==> src/rtl/seeprom_arb_pkg.sv <==
package seeprom_arb_pkg;

    typedef enum logic [1:0] {
        ST_BOOT = 2'd0,
        ST_OWN  = 2'd1,
        ST_WAIT = 2'd2,
        ST_REQ  = 2'd3
    } sab_state_e;

    localparam int unsigned PIN_CNT = 3;
    localparam int unsigned PIN_CS  = 0;
    localparam int unsigned PIN_SCK = 1;
    localparam int unsigned PIN_SIO = 2;

endpackage

==> src/rtl/sab_sync.sv <==
module sab_sync #(
    parameter int unsigned STAGES = 2
) (
    input  logic clk,
    input  logic rst_n,
    input  logic async_i,
    output logic sync_o
);

    logic [STAGES-1:0] chain_q;
    logic [STAGES-1:0] chain_d;

    generate
        for (genvar i = 0; i < STAGES; i++) begin : g_stage
            if (i == 0) begin : g_first
                assign chain_d[i] = async_i;
            end else begin : g_next
                assign chain_d[i] = chain_q[i-1];
            end
        end
    endgenerate

    // Reset high: treat the other side as busy until really sampled.
    always_ff @(posedge clk or negedge rst_n) begin
        if (!rst_n) chain_q <= '1;
        else        chain_q <= chain_d;
    end

    assign sync_o = chain_q[STAGES-1];

endmodule

==> src/rtl/sab_ctrl.sv <==
module sab_ctrl
    import seeprom_arb_pkg::*;
#(
    parameter int unsigned          ADDR_W    = 9,
    parameter logic [ADDR_W-1:0]    CFG_ADDR  = '0,
    parameter logic [ADDR_W-1:0]    WAKE_ADDR = 'h0E
) (
    input  logic              clk,
    input  logic              rst_n,
    input  logic              ext_req_s_i,
    input  logic              wake_i,
    input  logic              done_i,
    output logic              busy_o,
    output logic              own_o,
    output logic              start_o,
    output logic              pend_o,
    output logic [ADDR_W-1:0] addr_o
);

    typedef struct packed {
        sab_state_e        state;
        logic              busy;
        logic              pend;
        logic [ADDR_W-1:0] addr;
    } ctrl_t;

    ctrl_t ctl_d, ctl_q;

    always_comb begin
        ctl_d = ctl_q;
        unique case (ctl_q.state)
            ST_BOOT: begin
                ctl_d.state = ST_OWN;
            end
            ST_OWN: begin
                if (ctl_q.pend) begin
                    ctl_d.pend = 1'b0;
                end else if (done_i) begin
                    ctl_d.state = ST_WAIT;
                    ctl_d.busy  = 1'b0;
                end
            end
            ST_WAIT: begin
                if (wake_i) begin
                    ctl_d.state = ST_REQ;
                    ctl_d.busy  = 1'b1;
                    ctl_d.pend  = 1'b1;
                    ctl_d.addr  = WAKE_ADDR;
                end
            end
            ST_REQ: begin
                if (!ext_req_s_i) ctl_d.state = ST_OWN;
            end
            default: ctl_d = ctl_q;
        endcase
    end

    always_ff @(posedge clk or negedge rst_n) begin
        if (!rst_n) begin
            ctl_q.state <= ST_BOOT;
            ctl_q.busy  <= 1'b1;
            ctl_q.pend  <= 1'b1;
            ctl_q.addr  <= CFG_ADDR;
        end else begin
            ctl_q <= ctl_d;
        end
    end

    assign busy_o  = ctl_q.busy;
    assign own_o   = (ctl_q.state == ST_OWN) || (ctl_q.state == ST_BOOT);
    assign start_o = (ctl_q.state == ST_OWN) && ctl_q.pend;
    assign pend_o  = ctl_q.pend;
    assign addr_o  = ctl_q.addr;

endmodule

==> src/rtl/sab_pinmux.sv <==
module sab_pinmux #(
    parameter int unsigned N_PINS = 3
) (
    input  logic              own_i,
    input  logic [N_PINS-1:0] eng_i,
    output logic [N_PINS-1:0] pin_o,
    output logic              oe_o
);

    generate
        for (genvar i = 0; i < N_PINS; i++) begin : g_pin
            // Without ownership the pad is off; the pull-down value is 0.
            assign pin_o[i] = own_i & eng_i[i];
        end
    endgenerate

    assign oe_o = own_i;

endmodule

==> src/rtl/seeprom_share_arb.sv <==
module seeprom_share_arb
    import seeprom_arb_pkg::*;
#(
    parameter int unsigned          ADDR_W      = 9,
    parameter logic [ADDR_W-1:0]    CFG_ADDR    = '0,
    parameter logic [ADDR_W-1:0]    WAKE_ADDR   = 'h0E,
    parameter int unsigned          SYNC_STAGES = 2
) (
    input  logic              clk,
    input  logic              rst_n,
    input  logic              wake_i,
    input  logic              ext_busy_i,
    output logic              loc_busy_o,
    output logic              pin_oe_o,
    output logic              pin_cs_o,
    output logic              pin_sck_o,
    output logic              pin_sio_o,
    input  logic              eng_cs_i,
    input  logic              eng_sck_i,
    input  logic              eng_sio_i,
    output logic              eng_start_o,
    output logic              eng_pend_o,
    output logic [ADDR_W-1:0] eng_addr_o,
    input  logic              eng_done_i
);

    logic               ext_req_s;
    logic               own;
    logic [PIN_CNT-1:0] eng_pins;
    logic [PIN_CNT-1:0] pad_pins;

    sab_sync #(.STAGES(SYNC_STAGES)) u_sync (
        .clk     (clk),
        .rst_n   (rst_n),
        .async_i (ext_busy_i),
        .sync_o  (ext_req_s)
    );

    sab_ctrl #(
        .ADDR_W    (ADDR_W),
        .CFG_ADDR  (CFG_ADDR),
        .WAKE_ADDR (WAKE_ADDR)
    ) u_ctrl (
        .clk         (clk),
        .rst_n       (rst_n),
        .ext_req_s_i (ext_req_s),
        .wake_i      (wake_i),
        .done_i      (eng_done_i),
        .busy_o      (loc_busy_o),
        .own_o       (own),
        .start_o     (eng_start_o),
        .pend_o      (eng_pend_o),
        .addr_o      (eng_addr_o)
    );

    assign eng_pins[PIN_CS]  = eng_cs_i;
    assign eng_pins[PIN_SCK] = eng_sck_i;
    assign eng_pins[PIN_SIO] = eng_sio_i;

    sab_pinmux #(.N_PINS(PIN_CNT)) u_pinmux (
        .own_i (own),
        .eng_i (eng_pins),
        .pin_o (pad_pins),
        .oe_o  (pin_oe_o)
    );

    assign pin_cs_o  = pad_pins[PIN_CS];
    assign pin_sck_o = pad_pins[PIN_SCK];
    assign pin_sio_o = pad_pins[PIN_SIO];

endmodule

==> config.mk <==
export PLATFORM = sky130hd
export DESIGN_NAME = seeprom_share_arb
export DESIGN_NICKNAME = d
export VERILOG_FILES = /design/src/rtl/seeprom_arb_pkg.sv /design/src/rtl/sab_sync.sv /design/src/rtl/sab_ctrl.sv /design/src/rtl/sab_pinmux.sv /design/src/rtl/seeprom_share_arb.sv
export SDC_FILE = /design/constraint.sdc
export NUM_CORES = 1
export LEC_CHECK = 0
export ABC_AREA = 0
export ABC_CLOCK_PERIOD_IN_PS = 2600
export BUFFER_PORTS_ARGS = -buffer_cell sky130_fd_sc_hd__buf_2
export CORE_AREA = 2 2 39 41
export DETAILED_ROUTE_END_ITERATION = 7
export DIE_AREA = 0 0 41 43
export PLACE_DENSITY_LB_ADDON = 0.25
export SYNTH_ARGS = -nofsm -noshare
export SYNTH_HDL_FRONTEND = slang
export SYNTH_SLANG_ARGS = --single-unit
==> constraint.sdc <==
create_clock -name clk -period 2.6 [get_ports clk]
set_input_delay 0.26 -clock clk [delete_from_list [all_inputs] [get_ports clk]]
set_output_delay 0.26 -clock clk [all_outputs]
set_load 0.01 [all_outputs]
* Word-level counts from Yosys, hierarchy flattened *
Cells that the tools add are included.
Widths: inputs -> output; s select.

word-level totals
  register bits = 7
  input port bits = 8

operators by class
  eq/ne operators = 7
  multiplexer cells = 6
  bitwise gates (word level) = 3
  reductions and logical operators = 8

operators by type and width
  kind                number
  $mux 13             1
  $ne 2x2->1 const B  4
  $pmux 2 s4          1
  $reduce_and 4->1    2
  $mux 3              2
  $eq 2x2->1 const B  2
  $pmux 2 s2          1
  $reduce_and 2->1    2
  $and 1x1->1         3
  $eq 2x1->1 const B  1
  $logic_not 2->1     1
  $mux 2              1
  $reduce_bool 2->1   1
  $logic_and 1x1->1   1
  $logic_or 1x1->1    1

* Logic depth before layout (Yosys ltp) *
Gate-level depths: netlist of run 1.

  word-level depth = 3
  gate-level depth with buffers = 6

* Hierarchy *
A second synthesis of run 1 with hierarchy kept.

unflattened totals
  cells, all modules = 50
  area, all modules = 491.7 sq um

by module, submodules not included
  module      times used  cells each  area an instance (sq um)  sequential area each (sq um)
  sab_ctrl    1           44          412.9                     127.6
  sab_sync    1           2           52.6                      52.6
  sab_pinmux  1           4           26.3                      0.0

* Worst setup path after synthesis of run 1 *
Ideal clock, no wire load.

  kind = register -> register
  start = register u_ctrl.ctl_q[11] (netlist name)
  end = register u_ctrl.ctl_q[12] (netlist name)
  setup time = 0.120 ns
  arrival = 1.213 ns
  data required time = 2.480 ns
  path slack = 1.266 ns
  stages on the path, launching flop included = 6
  buffers on the path = 0
  clock period less this slack = 1.334 ns
  cell sequence = dfrtp_1 inv_1 ha_1 and2_4 o21a_1 a41o_1

on the way
  word-level cells in the longest chain between the ends = 3
  elaborated cells between the ends (all ways) = 10

RTL lines
  what                                             RTL line        text
  from (decl)                                      sab_ctrl.sv:27  ctrl_t ctl_d, ctl_q;
  from (signal assigned)                           sab_ctrl.sv:65  ctl_q <= ctl_d;
  $eq 2x2->1 / $eq 2x1->1 (equally long branches)  sab_ctrl.sv:31  unique case (ctl_q.state)
  $ne 2x2->1 (no line)                             -
  $reduce_and 4->1 (no line)                       -

Several ways; a longest one is shown, not always the timed one.
A chain may end at the register's enable or synchronous reset.

* Worst setup path after layout of run 1 *
  start = register u_ctrl.ctl_q[12] (netlist name)
  end = output pin_sck_o

on the way
  word-level cells in the longest chain between the ends = 3
  elaborated cells between the ends (all ways) = 4

RTL lines
  what                                                  RTL line                 text
  $eq 2x1->1 / $logic_not 2->1 (equally long branches)  sab_ctrl.sv:70           assign own_o = (ctl_q.state == ST_OWN) || (ctl_q.state == ST_BOOT);
  $logic_or 1x1->1 *                                    sab_ctrl.sv:70
  $and 1x1->1 *                                         sab_pinmux.sv:13         assign pin_o[i] = own_i & eng_i[i];
  to (decl)                                             seeprom_share_arb.sv:16  output logic pin_sck_o,

Mark *: on every way between the ends. The rest lies on a longest branch, timed or not.

==> results of run 1 <==
==> sequential cells by signal, indices dropped and copies added, names as in the netlist <==
signal	flops
u_ctrl.busy_o	1
u_ctrl.pend_o	1
u_sync.chain_q	2
u_ctrl.ctl_q	2
u_ctrl.addr_o	1
==> worst max path at each step <==
stage / to / slack [ps] / depth (start not counted)
global route: pin_sck_o / 780 / 5
floorplan: u_ctrl.ctl_q[12] / 1270 / 5
CTS: pin_sck_o / 910 / 5
detailed placement: u_ctrl.ctl_q[12] / 1170 / 5
global placement: pin_sck_o / 1220 / 5
finish: pin_sck_o / 930 / 5
==> cells in the mapped netlist <==
master    number  area share [%]
a41oi_1        3             5.5
or2_1          1             1.3
o21ai_0        3             3.2
inv_1          6             4.7
nor2b_1        4             5.3
and2_4         1             1.8
dfrtp_1        3              16
buf_4          9              14
dfstp_2        4              22
o21a_1         1             1.6
a31oi_1        1             1.3
conb_1         1            0.79
nand2b_1       2             2.6
nor2_1         1            0.79
ha_1           5              13
a21oi_1        1             1.1
nand2_1        3             2.4
a41o_1         1             2.1
==> layout by cell type, fill, tap and decap left out <==
cell type	instances
nor2b_1	4
and2_4	1
nand2_1	3
ha_1	5
or2_1	1
nand2b_1	2
a21oi_1	1
o21a_1	1
inv_1	6
dfstp_2	4
conb_1	6
a41o_1	1
nor2_1	1
clkbuf_4	3
a31oi_1	1
clkbuf_1	1
buf_2	17
dfrtp_1	3
a41oi_1	3
dlygate4sd3_1	1
o21ai_0	3
==> cell families after synthesis <==
kind of cell / after synthesis
and+or+nand+nor: 12
AOI/OAI and AO/OA: 10
other: 1
buffers and inverters: 15
adders and majority gates: 5
DFF: 7
==> power groups by stage <==
| stage | logic [mW] | registers, mW | clock network [mW] |
|---|---|---|---|
| final | 0.303 | 0.185 | 0.101 |
| after global routing | 0.342 | 0.192 | 0.112 |
| after CTS | 0.304 | 0.185 | 0.108 |
| after floorplan | 0.229 | 0.185 | 0 |
| after detailed placement | 0.300 | 0.186 | 0 |
| after global placement | 0.303 | 0.185 | 0 |
==> critical path, delay by kind of cell, from the launching register on <==
family	cells	cell delay [ps]
adders and majority gates	1	220
buffers and inverters	2	240
DFF	1	390
and+or+nand+nor	2	300
==> metal layers <==
| layer | vias to the layer above | wire, um |
|---|---|---|
| li1 | 187 | - |
| met1 | 178 | 366 |
| met2 | 19 | 470 |
| met3 | 0 | 53 |
| met4 | 0 | 0 |
| met5 | - | 0 |
==> what timing repair did <==
| action | CTS | global route |
|---|---|---|
| hold endpoints to repair | 3 | 0 |
| resized for setup | 0 | 0 |
| hold buffers | 1 | 0 |
==> layout make-up <==
class / count / area share, %
sequential: 7 / 31.8
inverter: 6 / 3.97
tap: 16 / 3.53
timing repair buffer: 18 / 16.8
multi-input combinational: 33 / 39.3
clock buffer: 4 / 4.64
==> stage by stage <==
stage,util [%],cell area (um^2),std cells
finish,41.0,567,84
CTS,41.0,567,84
detailed placement,38.3,531,79
global placement,38.3,531,79
floorplan,-,493,55
global route,41.0,567,84
==> impl_results.md, run 1 <==
- Worst Hold Path Cells: 1
- Storage cell area: 180 um^2
- Synth-to-layout area growth: 19.5%
- # setup viols final: 0
- Layout cells sized above 1: 36.8%
- Clk slew on worst S/H paths: 60 ps
- Worst Path Max Fanout: 4
- Syn_area_per_cell: 9.48 um^2
- Post-DR wirelength/cell: 10.6 um
- FF+latch count, synth: 7
- Clock root buffer: clkbuf_4
- Antenna diodes: 0
- Cts bufs inserted: 3
- Net Sw Frac: 41.4%
- Register area share after synthesis: 38.0%
- Hold WC Path Type: in -> reg
- Antenna Violating Nets Remaining: 0
- Area of the core: 1380 um^2
- Startpoint types: register
- GRT overflow: 0
- Status: finished, final reports clean
- H-tree depth: 1
- GRT met2 Usage: 17.5%
- Simple-gate share of the synthesized area: 14.2%
- CP Cell Sequence: inv_1 > ha_1 > nor2_1 > nor2b_1 > buf_2
- Seq pwr share: 31.4%
- Clock buffer depth: 2
- Clk_lat worst skew: 260 ps
- DP HPWL: 702 um
- Leakage Power: 0.292 nW
- Fill cells: 150
- # port buffers: 17
- CTS tree: built
- Netlist cell types: 18
- Cell area power density: 1040 nW/um^2
- Adder-Cell Fraction of Synth Area: 13.2%
- Count of pins over their slew limit: 0
- Reg2Reg Launch Point: u_ctrl.ctl_q[11]
- Initial DRT Pass Iterations: 5
- Critical path's largest stage delay: 390 ps
- Clk pwr share: 17.1%
- R2r endpoint: u_ctrl.ctl_q[12]
- Netlist Area Pre-Place: 474 um^2
- Final Hold Viols: 0
- Post-Syn Instances: 50
- Vias in the first global route: 329
- DRC viols: 0
- Setup TNS Final: 0 ps
- Min-delay src: ext_busy_i
- FP Rows: 14
- Setup bufs post-CTS: 0
- Area of the multi-input gates: 223 um^2
- Worst setup margin: 926 ps
- # IOs: 24
- Register-to-Register Setup Slack: 1150 ps
- Initial DRC Count: 12
- Crit Path Class: reg -> out
- Initial antenna violation count: 0
- Compound-gate portion of the synthesized area: 14.8%
- Clock tree sinks: 7
- M3 GR Usage: 3.14%
- Die height: 43 um
- Max cap viols: 0
- Slowest stage cell, crit path: dfrtp_1
- Setup Skew: 10.7 ps
- Initial core utilization: 34.3%
- Yosys warns: 0
- Routed wire length: 890 um
- Worst Reg2Reg Path Length in Cells: 5
- Mux share of post-synthesis cell area: 0%
- Highest Clock Rate: 0.598 GHz
- XOR/XNOR Fraction of Synth Area: 0%
- Pwr Total: 588 uW
- Vias/cell: 4.57
- CP startpoint: u_ctrl.ctl_q[12]
- Critical Path RT: 2340 ps
- Pin count of the biggest net entering global routing: 8
- Comb pwr share: 51.5%
- Global Route Usage Sum: 11.9%
- WP data arrival: 1410 ps
- GRT busiest layer: met2
- Pre-CTS WS: 1170 ps
- Largest family of logic cells by synthesized area: buffers and inverters
- Final nets: 82
- RSZ-0062 raised after global routing: no
- WHS Endpoint: u_sync.chain_q[0]
- Crit share post-route: 64.4%
- GRT met1 Usage: 15.5%
- Net Sw Power: 243 uW
- CP endpoint kind: primary output
- DIE WIDTH: 41 um
- Hold WS: 110 ps
- Internal: 345 uW
- Die area: 1760 um^2
- First-pass GRT wire length: 1410 um
- Vias post-DR: 384
- Max VDD drop: 0.333 mV
- Routability cong.: 0.830
- Fin crit period: 1670 ps
No activity file was read; power rests on OpenSTA's default activity.
==> run 2, diff against run 1 <==
Settings changed: ABC_AREA 0 to 1, ABC_CLOCK_PERIOD_IN_PS 2600 to 1700.
Clock period 2.6 ns to 1.7 ns, I/O delays scaled along.
==> run 2 against run 1 <==
  * Non-clock buffer count grew 1
  * Via count shrank 1.8%
  * Setup slack lost 780 ps
  * Power grew 57%
  * Final cell count grew 15%
  * Clock skew shrank 9.3 ps
  * Area after synthesis grew 4.7%
  * First-iteration DRC count shrank 83%
  * Worst hold slack gained 160 ps
  * Combinational power grew 63%
==> impl_results.md, run 2 <==
- Finished Cell Area: 599 um^2 (+5.7%)
- Highest Clock Rate: 0.645 GHz
- Slowest stage cell, crit path: dfrtp_1
- First-pass GRT wire length: 1300 um (-7.3%)
- Initial DRT Pass Iterations: 4 (-1)
- Yosys warns: 0 (unchanged)
- Crit share post-route: 91.2%
- Crit Path Class: reg -> out
- Setup TNS Final: 0 ps (unchanged)
- Hold WC Path Type: in -> reg
- Antenna Violating Nets Remaining: 0 (unchanged)
- Register-to-Register Setup Slack: 480 ps (-670 ps)
- FF+latch count, synth: 7 (unchanged)
- Worst Reg2Reg Path Length in Cells: 5 (unchanged)
- GRT overflow: 0 (unchanged)
- Top cells by area, synth: dfstp_2 21%, dfrtp_1 15%, buf_4 14%
- Reg2Reg Launch Point: u_ctrl.ctl_q[11]
- Clock buffer depth: 2 (unchanged)
- Pre-CTS WS: 404 ps (-768 ps)
- Global Route Usage Sum: 11.7% (-0.20 points)
- Max cap viols: 0 (unchanged)
- Leakage Power: 0.376 nW (+29%)
- Post-DR wirelength/cell: 8.37 um (-21%)
- # IOs: 24 (unchanged)
- Count leader, synth: inv_1
- Critical path's largest stage delay: 360 ps (-30 ps)
- Initial antenna violation count: 0 (unchanged)
- Clock root buffer: clkbuf_4
- Register area share after synthesis: 36.3% (-1.7 points)
- Synth Flop Type: dfstp_2
- R2r endpoint: u_ctrl.addr_o[1]
- Syn_area_per_cell: 8.01 um^2 (-16%)
- Final Hold Viols: 0 (unchanged)
- Pwr Total: 923 uW (+57%)
- Largest registers: u_ctrl.ctl_q x2, u_sync.chain_q x2
- WP data arrival: 1380 ps (-30 ps)
- Worst Path Max Fanout: 4 (unchanged)
- Netlist cell types: 16 (-2)
- DRC viols: 0 (unchanged)
- Core Util, Final: 43.3% (+2.4 points)
- CP endpoint kind: primary output
- Routed wire length: 812 um (-8.8%)
- Post-synth top area cell: dfstp_2
- Clk_lat worst skew: 250 ps (about the same)
- Worst setup margin: 150 ps (-776 ps)
- DP HPWL: 672 um (-4.2%)
- Die height: 43 um (unchanged)
- DIE WIDTH: 41 um (unchanged)
- Critical Path RT: 1530 ps (-810 ps)
- Cts bufs inserted: 3 (unchanged)
- Crit path to: pin_oe_o
- Startpoint types: register
- Initial DRC Count: 2 (-10)
- Initial core utilization: 35.9% (+1.6 points)
- CTS tree: built
- Post-Syn Instances: 62 (+24%)
- # setup viols final: 0 (unchanged)
- Fin crit period: 1550 ps
- Final nets: 95 (+16%)
- Top cells by count, synth: 13 x inv_1, 9 x buf_4, 9 x nand2_1
- Clock tree sinks: 7 (unchanged)
- Routability cong.: 0.828 (-0.24%)
- Status: finished, final reports clean
- Die area: 1760 um^2 (unchanged)
- # port buffers: 17 (unchanged)
- RSZ-0062 raised after global routing: no
- Vias in the first global route: 369 (+12%)
- CP startpoint: u_ctrl.ctl_q[12]
- Cell area power density: 1540 nW/um^2 (+48%)
- Vias/cell: 3.89 (-15%)
- Max VDD drop: 0.567 mV (+70%)
- Crit path max-delay family: flip-flops
- Setup bufs post-CTS: 0 (unchanged)
- Number of synthesized flops with an enable pin: 0 (unchanged)
- Synth-to-layout area growth: 20.7%
- Share of the synthesized area in the top cell type: 21.2% (-1.0 points)
- Antenna diodes: 0 (unchanged)
- Most used cell, CP: inv_1
- FP Rows: 14 (unchanged)
- Pin count of the biggest net entering global routing: 8 (unchanged)
- FFs w/ async S/R, synth: 100% (unchanged)
- Commonest non-fill, non-tap cell in the layout: buf_2
- Placed cell areas: 553 um^2 (+4.2%)
- H-tree depth: 1 (unchanged)
- Area of the core: 1380 um^2 (unchanged)
- Vias post-DR: 377 (-1.8%)
- CP Cell Sequence: inv_1 > ha_1 > nor2_1 > inv_1 > buf_2
- Netlist Area Pre-Place: 497 um^2 (+4.7%)
- Most frequent cells in the layout: 17 x buf_2, 13 x inv_1, 9 x nand2_1
- CP bufs+invs: 3 (+1)
- Setup Skew: 1.37 ps (-9.33 ps)
- Layout cells sized above 1: 35.8% (-0.96 points)
- Cell count along the critical path: 5 (unchanged)
- Clk slew on worst S/H paths: 50 ps (about the same)
- Count of pins over their slew limit: 0 (unchanged)
-- run 2: cell types whose count changed after synthesis, sizes merged, moves of 2 or more --
cell / before / now
nand2b: 2 / 0
nand3: 0 / 2
nor2b: 4 / 0
nand2: 3 / 13
o21ai: 3 / 1
a41oi: 3 / 0
nor2: 1 / 6
inv: 6 / 13
o21bai: 0 / 2
-- run 2: worst min-delay path by stage --
| stage | depth (start not counted) | slack, ps | to | start |
|---|---|---|---|---|
| after global routing | 2 | 290 | u_ctrl.ctl_q[12] | rst_n |
| after CTS | 1 | 6 | u_sync.chain_q[0] | ext_busy_i |
| after floorplan | 0 | -130 | u_ctrl.addr_o[1] | rst_n |
| after global placement | 1 | 8 | u_ctrl.ctl_q[12] | rst_n |
| after detailed placement | 1 | 10 | u_ctrl.ctl_q[12] | rst_n |
| final | 5 | 270 | u_ctrl.busy_o | wake_i |
-- run 2: repair_timing --
item,CTS,global route
hold buffers,1,1
endpoints found under the hold margin,7,1
setup endpoints to repair,0,0
resized for setup,0,0
-- run 2: worst min-delay path, cell delays in order --
cell and delay (ps):
buf_2 110, nand2_2 60, inv_1 50, nand3_1 60, nand2_1 50
-- run 2: per-layer routing --
| metal | global-route usage [%] | up-vias | wire [um] |
|---|---|---|---|
| met5 | 0 | - | 0 |
| met4 | 12.0 | 0 | 12 |
| met3 | 3.14 | 2 | 38 |
| met2 | 17.5 | 10 | 433 |
| met1 | 11.9 | 161 | 327 |
| li1 | - | 204 | - |
-- run 2: cells by family after synthesis --
family,synth area share [%]
adder cells (fa/ha/maj),12.6
AO/OA/AOI/OAI,6.80
AND/OR/NAND/NOR,20.2
other,0.755
buffers and inverters,23.4
flip-flops,36.3
-- run 2: metrics by stage --
stage                     instances  hold slack, ps
after global placement           91            8.27
final                            97             266
after detailed placement         91            14.8
after floorplan                  67            -126
after CTS                        96            6.29
after global routing             97             289
-- run 2: area by class of cell --
cell class | count | area, um^2
repair buffers | 19 | 105
multi-input cells | 38 | 219
well taps | 16 | 20.0
inverters | 13 | 48.8
flip-flops and latches | 7 | 180
fillers | 158 | 785
clock buffers | 4 | 26.3
-- run 2: power by group --
part           internal [mW]  total (mW)  switching [mW]  leakage, nW
Combinational          0.203       0.495           0.292        0.284
Sequential             0.238       0.281          0.0428       0.0764
Clock                 0.0894       0.148          0.0583       0.0150
Total                  0.530       0.923           0.393        0.376
==> run 3, diff against run 2 <==
Settings changed: SYNTH_HIERARCHICAL from default to 1.
==> run 3 against run 2 <==
  * Clock power about the same
  * Final cell count up 3.1%
  * Combinational power up 17%
  * Wire length down 0.99%
  * Critical path depth up 1
  * Power up 8.5%
  * Die area unchanged
  * Highest routed layer is now met3
==> impl_results.md, run 3 <==
- Setup TNS Final: 0 ps (unchanged)
- Hold WC Path Type: in -> reg
- Post-synth top area cell: dfstp_2
- Min-delay src: ext_busy_i
- Routability cong.: 0.848 (+2.4%)
- Fin crit period: 1600 ps (+53.1 ps)
- DP HPWL: 698 um (+3.8%)
- Synth-to-layout area growth: 18.8%
- Crit share post-route: 94.3% (+3.1 points)
- Initial core utilization: 39.5% (+3.6 points)
- Register area share after synthesis: 33.0% (-3.3 points)
- DIE WIDTH: 41 um (unchanged)
- Leakage Power: 0.396 nW (+5.4%)
- WP data arrival: 1430 ps (+50 ps)
- Count of pins over their slew limit: 0 (unchanged)
- Clock buffer depth: 2 (unchanged)
- Antenna diodes: 0 (unchanged)
- FFs w/ async S/R, synth: 100% (unchanged)
- Synth Flop Type: dfstp_2
- Cts bufs inserted: 3 (unchanged)
- Vias in the first global route: 342 (-7.3%)
- CP startpoint: u_ctrl/ctl_q[12]
- Worst Reg2Reg Path Length in Cells: 6 (+1)
- Vias/cell: 4.03 (+3.7%)
- Most frequent cells in the layout: 17 x buf_2, 14 x nand2_1, 9 x inv_1
- Core Util, Final: 46.9% (+3.6 points)
- Syn_area_per_cell: 8.41 um^2 (+5.0%)
- # port buffers: 17 (unchanged)
- Top cells by count, synth: 14 x nand2_1, 10 x buf_4, 10 x inv_1
- Max cap viols: 0 (unchanged)
- Clock root buffer: clkbuf_4
- H-tree depth: 1 (unchanged)
- First-pass GRT wire length: 1260 um (-3.8%)
- Setup Skew: 2.52 ps (+1.15 ps)
- Commonest non-fill, non-tap cell in the layout: buf_2
- FP Rows: 14 (unchanged)
- Worst Hold Path Cells: 1 (-4)
- Highest Clock Rate: 0.624 GHz (-3.3%)
- Worst Path Max Fanout: 4 (unchanged)
- Startpoint types: register
- Final Hold Viols: 0 (unchanged)
- CTS tree: built
- Number of synthesized flops with an enable pin: 0 (unchanged)
- CP endpoint kind: primary output
- Antenna Violating Nets Remaining: 0 (unchanged)
- Initial DRT Pass Iterations: 2 (-2)
- Top cells by area, synth: dfstp_2 19%, buf_4 14%, dfrtp_1 14%
- DRC viols: 0 (unchanged)
- Area of the core: 1380 um^2 (unchanged)
- WHS Endpoint: u_sync/chain_q[0]
- Reg2Reg Launch Point: u_ctrl/ctl_q[11]
- Global Route Usage Sum: 11.0% (-0.71 points)
- Yosys warns: 6 (+6)
- Layout cells sized above 1: 42.9% (+7.1 points)
- Clk slew on worst S/H paths: 50 ps (about the same)
- Vias post-DR: 403 (+6.9%)
- R2r endpoint: u_ctrl/ctl_q[12]
- Pin count of the biggest net entering global routing: 8 (unchanged)
- Count leader, synth: nand2_1
- Netlist Area Pre-Place: 547 um^2 (+10%)
- Cell area power density: 1540 nW/um^2 (+0.14%)
- # IOs: 24 (unchanged)
- Largest registers: u_ctrl/ctl_q x2, u_sync/chain_q x2
- Crit Path Class: reg -> out
- GRT overflow: 0 (unchanged)
- Post-DR wirelength/cell: 8.04 um (-4.0%)
- Post-Syn Instances: 65 (+4.8%)
- FF+latch count, synth: 7 (unchanged)
- Register-to-Register Setup Slack: 430 ps (-50 ps)
- # setup viols final: 0 (unchanged)
- Die area: 1760 um^2 (unchanged)
- Share of the synthesized area in the top cell type: 19.2% (-1.9 points)
- Status: finished, final reports clean
- Critical Path RT: 1530 ps (about the same)
- Clk_lat worst skew: 250 ps (about the same)
- Initial DRC Count: 1 (-1)
- Routed wire length: 804 um (-0.99%)
- Clock tree sinks: 7 (unchanged)
- Die height: 43 um (unchanged)
- Final nets: 99 (+4.2%)
- Max VDD drop: 0.634 mV (+12%)
- Netlist cell types: 17 (+1)
- Initial antenna violation count: 0 (unchanged)
[run 3: critical path, cell delays in order (launching register included)]
cell and delay (ps):
dfrtp_1 380, inv_1 100, ha_2 210, or2_1 270, nand2_1 80, inv_1 30
buf_2 120
[run 3: where the power goes]
group	switching [mW]	internal (mW)	leakage, nW
sequential	0.0425	0.233	0.0763
clock	0.0560	0.0892	0.0150
combinational	0.325	0.256	0.305
total	0.423	0.578	0.396
[run 3: timing repair]
| item | CTS | global route |
|---|---|---|
| hold buffers | 1 | 0 |
| setup endpoints to repair | 0 | 3 |
| endpoints found under the hold margin | 7 | 0 |
| gates resized for setup | 0 | 2 |
| buffers inserted | 0 | 2 |
[run 3: how the worst max path moves through the flow]
| stage | endpoint | slack, ps |
|---|---|---|
| after floorplan | pin_oe_o | 440 |
| after global placement | pin_cs_o | 340 |
| after detailed placement | pin_cs_o | 310 |
| after CTS | pin_cs_o | 40 |
| after global routing | pin_sio_o | -3 |
| final | pin_cs_o | 100 |
[run 3: per-stage QoR]
| step | setup slack, ps | cell area [um^2] | hold WS (ps) | std cells | power (mW) |
|---|---|---|---|---|---|
| finish | 97.0 | 649 | 18.9 | 100 | 1.00 |
| global route | -3.14 | 649 | 5.03 | 100 | 1.12 |
| CTS | 39.0 | 632 | 9.90 | 98 | 0.985 |
| detailed placement | 313 | 596 | 10.3 | 93 | 0.830 |
| global placement | 344 | 596 | 9.64 | 93 | 0.826 |
| floorplan | 444 | 566 | -126 | 70 | 0.745 |
[run 3: kinds of logic (layout without fill, tap and decap cells)]
family / after synthesis / after routing / share of synthesized area (%)
simple gates: 23 / 23 / 22.7
buf+inv: 21 / 35 / 21.3
flops: 7 / 7 / 33.0
compound gates: 7 / 7 / 8.70
fa+ha+maj: 6 / 6 / 13.7
other cells: 1 / 6 / 0.686
[run 3: routing by layer]
metal	track usage (%)	vias up	routed length [um]
met1	11.2	173	352
met4	4.00	0	0
li1	-	215	-
met5	0	-	0
met2	16.9	15	401
met3	7.85	0	50
[run 3: area by class of cell]
| class | count | area, um^2 |
|---|---|---|
| fill | 144 | 734 |
| tap | 16 | 20.0 |
| clock buffer | 4 | 26.3 |
| multi-input combinational | 42 | 272 |
| inverter | 11 | 41.3 |
| timing repair buffer | 20 | 110 |
| sequential | 7 | 180 |
